### src/rtl/apm_pkg.sv
package apm_pkg;
   typedef enum logic [1:0] {
      RGN_MEM  = 2'd0,
      RGN_IO   = 2'd1,
      RGN_FW   = 2'd2,
      RGN_WIDE = 2'd3
   } rgn_e;

   localparam int unsigned ADDR_W   = 64;
   localparam int unsigned NARROW_W = 32;
   localparam logic [2:0]  PERM_ALL = 3'b111;
endpackage

### src/rtl/apm_region_decode.sv
module apm_region_decode
   import apm_pkg::*;
#(
   parameter int unsigned NIB_HI = 31
) (
   input  logic [NIB_HI:NIB_HI-7] top_byte,
   input  logic                   wide_mode,
   input  logic                   legacy_arch,
   output rgn_e                   region
);
   localparam int unsigned MID_LO = NIB_HI - 7;

   logic hi_all_ones;
   logic mid_zero;

   assign hi_all_ones = &top_byte[NIB_HI:NIB_HI-3];
   assign mid_zero    = ~|top_byte[NIB_HI-4:MID_LO];

   always_comb begin
      if (wide_mode)         region = RGN_WIDE;
      else if (legacy_arch)  region = RGN_MEM;
      else if (!hi_all_ones) region = RGN_MEM;
      else if (!mid_zero)    region = RGN_IO;
      else                   region = RGN_FW;
   end

   always_comb begin
      if (!wide_mode && legacy_arch)
         AST_LEGACY_FLAT: assert (region == RGN_MEM);
   end
endmodule

### src/rtl/apm_extend.sv
module apm_extend
   import apm_pkg::*;
#(
   parameter int unsigned PHYS_BITS = 40
) (
   input  logic [ADDR_W-1:0] abs_addr,
   input  rgn_e              region,
   output logic [ADDR_W-1:0] phys_addr
);
   localparam int unsigned FILL_W  = ADDR_W - PHYS_BITS;
   localparam int unsigned FW_LSB  = PHYS_BITS - 4;
   localparam logic [ADDR_W-1:0] FW_MASK = {ADDR_W{1'b1}} << FW_LSB;

   logic [ADDR_W-1:0] wide_val;
   logic [ADDR_W-1:0] zext_val;
   logic [ADDR_W-1:0] sext_val;

   generate
      if (FILL_W > 0) begin : g_fill
         assign wide_val = {{FILL_W{abs_addr[PHYS_BITS-1]}}, abs_addr[PHYS_BITS-1:0]};
      end else begin : g_nofill
         assign wide_val = abs_addr;
      end
   endgenerate

   assign zext_val = {{(ADDR_W-NARROW_W){1'b0}}, abs_addr[NARROW_W-1:0]};
   assign sext_val = {{(ADDR_W-NARROW_W){abs_addr[NARROW_W-1]}}, abs_addr[NARROW_W-1:0]};

   always_comb begin
      unique case (region)
         RGN_WIDE: phys_addr = wide_val;
         RGN_IO:   phys_addr = sext_val;
         RGN_FW:   phys_addr = zext_val | FW_MASK;
         default:  phys_addr = zext_val;
      endcase
   end
endmodule

### src/rtl/abs_phys_map.sv
module abs_phys_map
   import apm_pkg::*;
#(
   parameter int unsigned PHYS_BITS = 40
) (
   input  logic        clk,
   input  logic        rst_n,
   input  logic        in_vld,
   input  logic [63:0] abs_addr,
   input  logic        wide_mode,
   input  logic        legacy_arch,
   output logic        out_vld,
   output logic [63:0] phys_addr,
   output logic [1:0]  region,
   output logic [2:0]  perm
);
   localparam int unsigned FW_LSB   = PHYS_BITS - 4;
   localparam int unsigned SIGN_POS = PHYS_BITS - 1;

   generate
      if (PHYS_BITS > 54 || PHYS_BITS < 36) begin : g_bad_width
         $error("abs_phys_map: PHYS_BITS must lie in 36..54");
      end
   endgenerate

   rgn_e              rgn_c;
   logic [ADDR_W-1:0] phys_c;

   apm_region_decode #(.NIB_HI(NARROW_W-1)) i_decode (
      .top_byte    (abs_addr[NARROW_W-1:NARROW_W-8]),
      .wide_mode   (wide_mode),
      .legacy_arch (legacy_arch),
      .region      (rgn_c)
   );

   apm_extend #(.PHYS_BITS(PHYS_BITS)) i_extend (
      .abs_addr  (abs_addr),
      .region    (rgn_c),
      .phys_addr (phys_c)
   );

   always_ff @(posedge clk) begin
      if (!rst_n) begin
         out_vld   <= 1'b0;
         phys_addr <= '0;
         region    <= RGN_MEM;
         perm      <= '0;
      end else begin
         out_vld <= in_vld;
         perm    <= in_vld ? PERM_ALL : 3'b000;
         if (in_vld) begin
            phys_addr <= phys_c;
            region    <= rgn_c;
         end
      end
   end

   AST_VLD_RISE:  assert property (@(posedge clk) disable iff (!rst_n) in_vld |=> out_vld);
   AST_VLD_QUIET: assert property (@(posedge clk) disable iff (!rst_n) !in_vld |=> !out_vld);
   AST_HOLD:      assert property (@(posedge clk) disable iff (!rst_n) !in_vld |=> $stable(phys_addr));
   AST_PERM_ALL:  assert property (@(posedge clk) disable iff (!rst_n) out_vld |-> perm == PERM_ALL);
   AST_MEM_ZEXT:  assert property (@(posedge clk) disable iff (!rst_n)
                     (out_vld && region == RGN_MEM) |-> phys_addr[63:32] == 32'h0);
   AST_IO_SEXT:   assert property (@(posedge clk) disable iff (!rst_n)
                     (out_vld && region == RGN_IO) |-> (phys_addr[63:32] == 32'hFFFF_FFFF && phys_addr[31:28] == 4'hF));
   AST_FW_TOP:    assert property (@(posedge clk) disable iff (!rst_n)
                     (out_vld && region == RGN_FW) |-> &phys_addr[63:FW_LSB]);
   AST_WIDE_FILL: assert property (@(posedge clk) disable iff (!rst_n)
                     (out_vld && region == RGN_WIDE) |-> (&phys_addr[63:SIGN_POS] || ~|phys_addr[63:SIGN_POS]));
endmodule

### config.mk
export PLATFORM = sky130hd
export DESIGN_NAME = abs_phys_map
export DESIGN_NICKNAME = d
export VERILOG_FILES = /design/src/rtl/apm_pkg.sv /design/src/rtl/apm_region_decode.sv /design/src/rtl/apm_extend.sv /design/src/rtl/abs_phys_map.sv
export SDC_FILE = /design/constraint.sdc
export NUM_CORES = 1
export LEC_CHECK = 0
export ABC_AREA = 0
export BUFFER_PORTS_ARGS = -buffer_cell sky130_fd_sc_hd__clkbuf_2
export CORE_MARGIN = 2
export CORE_UTILIZATION = 40
export CTS_CLUSTER_DIAMETER = 50
export CTS_CLUSTER_SIZE = 12
export DETAILED_ROUTE_END_ITERATION = 10
export PLACE_DENSITY_LB_ADDON = 0.1
export SLEW_MARGIN = 30
export SYNTH_ARGS = -nofsm -noshare
export SYNTH_HDL_FRONTEND = slang
export SYNTH_SLANG_ARGS = --single-unit
### constraint.sdc
create_clock -name clk -period 1.3 [get_ports clk]
set_clock_uncertainty 0.2 [all_clocks]
set_input_delay 0.195 -clock clk [delete_from_list [all_inputs] [get_ports clk]]
set_output_delay 0.195 -clock clk [all_outputs]
set_load 0.05 [all_outputs]
Word-level counts from Yosys, hierarchy flattened
Index checks and enable logic that the tools add are counted.

Magnitude comparators: 0. Multipliers: 0. Shift-type cells: 0. Mux-type cells: 6. $add $sub $neg: 0. Bitwise logic cells: 0. Divide/modulo/power cells: 0. Reduce and logical (&&, ||, !) cells: 2. Eq/ne operators: 3.

Operator list (count): 64-bit case mux with 3 select lines (1); 2-bit 2-to-1 mux (4); 2-bit equality test, second input constant (2); 4-bit AND reduction (1); 4-bit OR reduction (1); 3-bit 2-to-1 mux (1); 2-bit by 1-bit equality test with 1-bit output, second input constant (1).

Word-level logic and storage cells: 15. Output and inout bits: 70. Input bits: 69. RAM bits: 0. Register bits: 70. Bits in latches: 0. Bits in read-only memories: 0. Memories kept: 0.

Depth between registers and ports, before layout
Gate-level depths: netlist (run 1).

Depth in word-level cells: 7. Gate-level depth with buffers: 4. Gate-level depth less buffers: 3.

Cells and area by module
A second synthesis (run 1) with hierarchy kept.

Cell total of the unflattened synthesis: 295. Area, all modules: 3144.3 µm².

Modules (own cells, without submodules): abs_phys_map (instances 1, cells each 218, area each 2576.2 µm², sequential area each 1341.3 µm²); apm_extend (instances 1, cells each 71, area each 524.3 µm², sequential area each 0.0 µm²); apm_region_decode (instances 1, cells each 6, area each 43.8 µm², sequential area each 0.0 µm²).

Worst setup path after synthesis (run 1)
Ideal clock, no wire load.

Path type: register to output. Start: register, netlist name phys_addr[62]. End: output phys_addr[40]. Data required time: 905 ps. Buffers on the path: 1. Arrival time: 1333 ps. Cell stages (with the launch flop): 2. Slack: -428 ps. Cell sequence: dfxtp_1 > buf_4.

RTL lines: end: declaration (RTL line abs_phys_map.sv:13) `output logic [63:0] phys_addr,`.

==> metrics.txt, run 1 <==
CP Capture Type primary output; Post-synth EDFFs 0; die width 72.3 um; status finished with violations; Seq cells post-synth 43; number of global-route vias before repair 1679; DRT Pass-1 Iters 4; Synth Area per Inst ~10 um2; layout cells sized above 1 0.444; CTS tree done; power per cell area 1130 nW/um2; RSZ-0062 raised after global routing true; Rel. slew slack 0.722; Setup Crit Path Kind flip-flop to primary output; gr usage total 0.189; top_reg_cell synth dfxtp_1; first-pass GRT wire length between 7000 and 8000 um; synth top area cells dfxtp_1, mux2i_1, buf_4, nor2b_1, a31oi_1; Tmin final 1390 ps; drt first-iter violations 48; Final period util 1.07; Max IR drop VDD between 0.7 and 0.8 mV; via count 1674; Inserted Diodes 0; fin nets 381; Die H 72.3 um; core box area about 4400 um2; global placement routability congestion slightly below 0.7; Avg WL per Cell 13.4 um; CTS Sinks 43; Worst Path Arrival 990 ps; Synth Area in Adders 0; post-synthesis cell count 182; Longest Clk Path Bufs 2; Util after Layout 0.701; Yosys top cell area share 0.461; num ports roughly 140; antenna viol nets, final 0; synthesis-to-finish area growth 65.8%; Placed Instances 321; Initial Utilization 0.423; Setup crit start kind flip-flop; htree depth 2; Die Footprint 5230 um2; Fmax 721 MHz; largest net degree at the start of global routing 38; total CTS buffers 5; max-capacitance violation count 0; hpwl dp 3010 um; Slew @ Worst Pin 418 ps; Hold WC Path Type input pin to flip-flop; clock root buffer clkbuf_8; initial antenna violation count 0; Routed WL 4900 um; Mapped Area between 1500 and 2000 um2; CP Max Fanout 13; TNS Setup -2030 ps; sequential area share after synthesis 0.461; count leader, synth dfxtp_1; Post-Synth Simple-Gate Area 0.155; row count 24; Commonest cells post-synth dfxtp_1, mux2i_1, nor2b_1, buf_4; mux cell area share after synthesis 0.172; CP Data Required Time 900 ps; via/cell ratio 4.59; YS warnings 0; main combinational cell family by area after synthesis multiplexers; compound-cell area share of the yosys netlist 0.0630; worst skew pair latency 290 ps; number of I/O port buffers roughly 110; fin worst setup slack -86.6 ps; grt ovf 0; post-synthesis xor/xnor area fraction 0; Async SR Flop Fraction 0; Non-Filler Instances 365; Post-Syn Nets 251; max-slew violation count 0; # setup viols final 25; Final Hold Viols 0; post-synth top area cell dfxtp_1; # DRC 0; Pleak 0.00150 uW; failing checks negative setup slack; CTS clk-pin slew, worst paths 80 ps; Yosys cell types 20
## report_power, final
part / leakage [uW] / internal [uW] / switching, uW / total (uW)
clock network: 0.0000515 / 485 / 435 / 920
logic: 0.00109 / 436 / 687 / 1120
registers: 0.000356 / 1400 / 42.5 / 1440
total: 0.00150 / 2320 / 1160 / 3480
## final cells by class
cell class,instances,area [um2]
Sequential cell,43,866
Multi-Input combinational cell,100,727
Clock buffer,8,100
Timing Repair Buffer,161,1330
Inverter,1,3.75
Fill cell,366,1320
Tap cell,52,65.1
## worst max-delay path, stage by stage (launching register included)
cell and delay, ps:
dfxtp_4 380, buf_12 130, buf_4 200
## routing by layer
metal  share of wire  track usage  routed length, um
met5               0            0                  0
met1            0.40        0.225               1960
met3            0.10       0.0611                513
met2            0.48        0.324               2360
met4           0.015       0.0545                 75
## what timing repair did
action                                 in CTS  in global routing
endpoints found under the hold margin      33                  1
setup endpoints to repair                  60                 47
hold buffers                               33                  1
gates resized for setup                    76                 54
setup buffers                               2                  0
## per-stage QoR
step / total power [uW] / worst slack, ps / cell area, um2 / hold WS (ps)
floorplan: 2190 / 113 / 1870 / 133
global placement: 2360 / -23.6 / 2340 / 246
detailed placement: 2370 / -32.9 / 2340 / 246
CTS: 3460 / -109 / 3040 / 0.939
global route: 3630 / -124 / 3090 / 19.2
finish: 3480 / -86.6 / 3090 / 19.4
## state kept, by name (all words and copies together) (netlist names)
signal and cells:
perm 1, phys_addr 40, region 2
## cells in the final DEF (no fill, tap or decap), types with 3 or more instances in the layout
cell type / n
dfxtp_1: 41
buf_8: 12
clkbuf_8: 9
dlygate4sd3_1: 34
a31oi_1: 10
nor2b_1: 32
nand2_1: 8
clkbuf_4: 30
o21ai_0: 10
buf_4: 31
buf_12: 4
clkbuf_2: 44
mux2i_1: 32
buf_2: 3
## worst paths after layout
path	startpoint	depth (start not counted)	to	slack (ps)
setup reg to reg	phys_addr[62]$_SDFFE_PN0P_	3	phys_addr[62]$_SDFFE_PN0P_	260
setup / recovery	phys_addr[62]$_SDFFE_PN0P_	2	phys_addr[45]	-90
hold / removal	legacy_arch	3	region[0]$_SDFFE_PN0P_	20
hold reg to reg	phys_addr[21]$_SDFFE_PN0P_	2	phys_addr[21]$_SDFFE_PN0P_	310
## logic make-up (layout without fill, tap and decap cells)
kind of cell,count (synthesis),in the layout
buffers and inverters,39,170
AND/OR/NAND/NOR,47,47
AO/OA/AOI/OAI,21,21
multiplexers,32,32
flip-flops,43,43
(Power assumes the default switching activity.)
==> run 2: changes to the inputs <==
--- a/config.mk
+++ b/config.mk
@@ -8,12 +8,14 @@
 export ABC_AREA = 0
 export BUFFER_PORTS_ARGS = -buffer_cell sky130_fd_sc_hd__clkbuf_2
 export CORE_MARGIN = 2
-export CORE_UTILIZATION = 40
+export CORE_UTILIZATION = 45
 export CTS_CLUSTER_DIAMETER = 50
 export CTS_CLUSTER_SIZE = 12
 export DETAILED_ROUTE_END_ITERATION = 10
 export PLACE_DENSITY_LB_ADDON = 0.1
+export RECOVER_POWER = 50
 export SLEW_MARGIN = 30
 export SYNTH_ARGS = -nofsm -noshare
 export SYNTH_HDL_FRONTEND = slang
+export SYNTH_HIERARCHICAL = 1
 export SYNTH_SLANG_ARGS = --single-unit
==> constraint.sdc (replaced) <==
create_clock -name clk -period 1.35 [get_ports clk]
set_clock_uncertainty 0.2 [all_clocks]
set_input_delay 0.2025 -clock clk [delete_from_list [all_inputs] [get_ports clk]]
set_output_delay 0.2025 -clock clk [all_outputs]
set_load 0.05 [all_outputs]
==> run 2 against run 1 <==
The run still ends with negative setup slack left. Power rose by 54%. Clock power rose by 110%. Wire length rose by 24%. Global-route usage fell by 2.8 points. Sequential share of layout area rose by 4.0 points. Largest cell class is now sequential cells. Largest power group unchanged. Highest routed layer unchanged.
==> metrics.txt, run 2 <==
status finished with violations; failing checks negative setup slack; top_reg_cell synth dfxtp_1; crit path to phys_addr[62]$_SDFFE_PN0P_; CP Cell Sequence buf_6, or4_4, o31ai_4, nand2_2, o21a_2, mux2i_1, nor2b_1; Reg2Reg Launch Point phys_addr[3]$_SDFFE_PN0P_; Reg2Reg Depth 2 (-1); grt ovf 0 (unchanged); # setup viols final 33 (+32%); number of I/O port buffers 114 (unchanged); largest registers phys_addr: 64 flops, region: 2 flops, perm: 1 flops; Critical-path top delay cell or4_4; gr usage total 0.161 (-0.0281); Die Footprint 7670 um2 (+47%); fin worst setup slack -351 ps (-264 ps); power per cell area 1270 nW/um2 (+13%); Avg WL per Cell 12.2 um (-8.9%); worst hold start rst_n; Die H 87.6 um (+21%); Non-Filler Instances 495 (+36%); max-capacitance violation count 0 (unchanged); htree depth 3 (+1); largest net degree at the start of global routing 45 (+18%); RSZ-0062 raised after global routing true; global placement routability congestion 0.704 (+2.1%); Async SR Flop Fraction 0 (unchanged); Yosys top cell area share 0.427 (-0.0345); Commonest cells post-synth dfxtp_1, mux2i_1, nor2b_1, buf_4, clkbuf_1; Hold WC Path Type input pin to flip-flop; initial antenna violation count 0 (unchanged); Placed Instances 448 (+40%); YS warnings 6 (+6); WP buf/inv 1 (-1); Top delay family on crit path simple AND/OR/NAND/NOR gates; Slew @ Worst Pin 630 ps (+212 ps); CTS clk-pin slew, worst paths 70 ps (about the same); TNS Setup -10600 ps (-8560 ps); Fmax 588 MHz; Largest Register phys_addr; fill count 570 (+56%); r2r setup slk 510 ps (+250 ps); Final period util 1.26; Mapped Area 3140 um2 (+68%); Critical R2R Capture phys_addr[3]$_SDFFE_PN0P_; via count 2197 (+31%); DRT Pass-1 Iters 4 (unchanged); Pleak 0.00199 uW (+33%); Synth Area per Inst 10.7 um2 (+3.9%); fin nets 464 (+22%); synth top area cells dfxtp_1, mux2i_1, buf_4, nor2b_1, buf_12; sequential area share after synthesis 0.427 (-0.0345); first-pass GRT wire length 9550 um (+24%); met2 WL 2840 um (+21%); die width 87.6 um (+21%); via/cell ratio 4.44 (-3.2%); Tmin final 1700 ps; Inserted Diodes 0 (unchanged); core box area 6790 um2 (+54%); Longest Clk Path Bufs 2 (unchanged); layout cells sized above 1 0.401 (-0.0431); drt first-iter violations 29 (-40%); synthesis-to-finish area growth 33.7%; worst skew pair latency 330 ps (+40 ps); max-slew violation count 0 (unchanged); Setup crit start kind input pin; top routing layer in use met4; hpwl dp 3820 um (+27%); Post-Syn Nets 364 (+45%); Routed WL 6060 um (+24%); antenna viol nets, final 0 (unchanged); Rel. slew slack 0.580 (-0.142); count leader, synth dfxtp_1; CP Capture Type flip-flop; total CTS buffers 9 (+4); Largest register FFs 64 (+60%); metal3 WL 363 um (-29%); post-synthesis cell count 295 (+62%); clock root buffer clkbuf_8; CP Max Fanout 6 (-7); number of global-route vias before repair 2109 (+26%); num ports 139 (unchanged); Initial Utilization 0.463 (+0.0399); CTS Sinks 67 (+56%); CP max stage delay 540 ps (+160 ps); CTS tree done; Worst Path Arrival 1720 ps (+730 ps); Final Hold Viols 0 (unchanged); WL met1 2770 um (+41%); Max IR drop VDD 0.556 mV (-23%); Finished Cell Area 4200 um2 (+36%); Worst path depth 7 (+5); Worst Setup SP abs_addr[27]; Setup Crit Path Kind input pin to flip-flop; Post-synth EDFFs 0 (unchanged); Post-DP Area 3480 um2 (+49%); CP Data Required Time 1370 ps (+470 ps); row count 30 (+25%); Seq cells post-synth 67 (+56%); post-synth top area cell dfxtp_1; most frequent cells in the layout mux2i_1, nor2b_1, dfxtp_1, clkbuf_4, clkbuf_2; # DRC 0 (unchanged); Yosys cell types 21 (+5.0%)
==> run 2: timing repair <==
action	in CTS	in global routing
hold buffers	26	0
setup endpoints to repair	103	52
pin swaps	0	3
buffers inserted	2	2
endpoints found under the hold margin	26	0
resized for setup	80	21
cloned	1	1
==> run 2: cells by family (layout without fill, tap and decap cells) <==
logic type      count (synthesis)  after routing  synth area share
compound gates                 11             13            0.0283
simple gates                   76             76             0.151
mux                            66             66             0.210
buf+inv                        75            177             0.184
flops                          67             67             0.427
==> run 2: metrics by stage <==
step           hold WS (ps)  setup WS [ps]   util  total power (uW)
2_1_floorplan           253           -711      -              3170
3_3_place_gp            259           -710  0.512              3300
6_report               34.5           -351  0.619              5350
3_5_place_dp            270           -758  0.512              3310
5_1_grt                41.2           -439  0.619              5590
4_1_cts                13.3           -349  0.620              5420
==> run 2: worst min path at each step <==
stage                                  to  depth (start not counted)  slack, ps
3_5_place_dp   phys_addr[16]$_SDFFE_PN0P_                          3        270
3_3_place_gp    phys_addr[5]$_SDFFE_PN0P_                          3        260
6_report       phys_addr[13]$_SDFFE_PN0P_                          2         30
4_1_cts        phys_addr[37]$_SDFFE_PN0P_                          4         10
2_1_floorplan  phys_addr[30]$_SDFFE_PN0P_                          3        250
5_1_grt        phys_addr[14]$_SDFFE_PN0P_                          2         40
==> run 2: worst reg2reg max path, delay by kind of cell (launching register included) <==
kind             cells  cell delay, ps
AND/OR/NAND/NOR      1              70
multiplexers         1             150
flip-flops           1             310
==> run 2: power by group <==
part	internal (uW)	switching (uW)	leakage, uW
registers	2110	65.7	0.000554
clock network	1210	728	0.000112
logic	487	751	0.00133
total	3810	1540	0.00199
==> run 2: final cells by class <==
type / count / area, um2 / share of cell area
Sequential cell: 67 / 1340 / 0.319
Multi-Input combinational cell: 155 / 1280 / 0.305
Clock inverter: 5 / 103 / 0.0244
Timing Repair Buffer: 161 / 1220 / 0.291
Tap cell: 96 / 120 / 0.0286
Clock buffer: 10 / 128 / 0.0304
Inverter: 1 / 3.75 / 0.000893
==> run 2: routing by layer <==
metal / vias up / global-route usage
met1: 1002 / 0.194
met2: 81 / 0.264
li1: 1105 / -
met5: - / 0
met3: 9 / 0.0434
met4: 0 / 0.0797
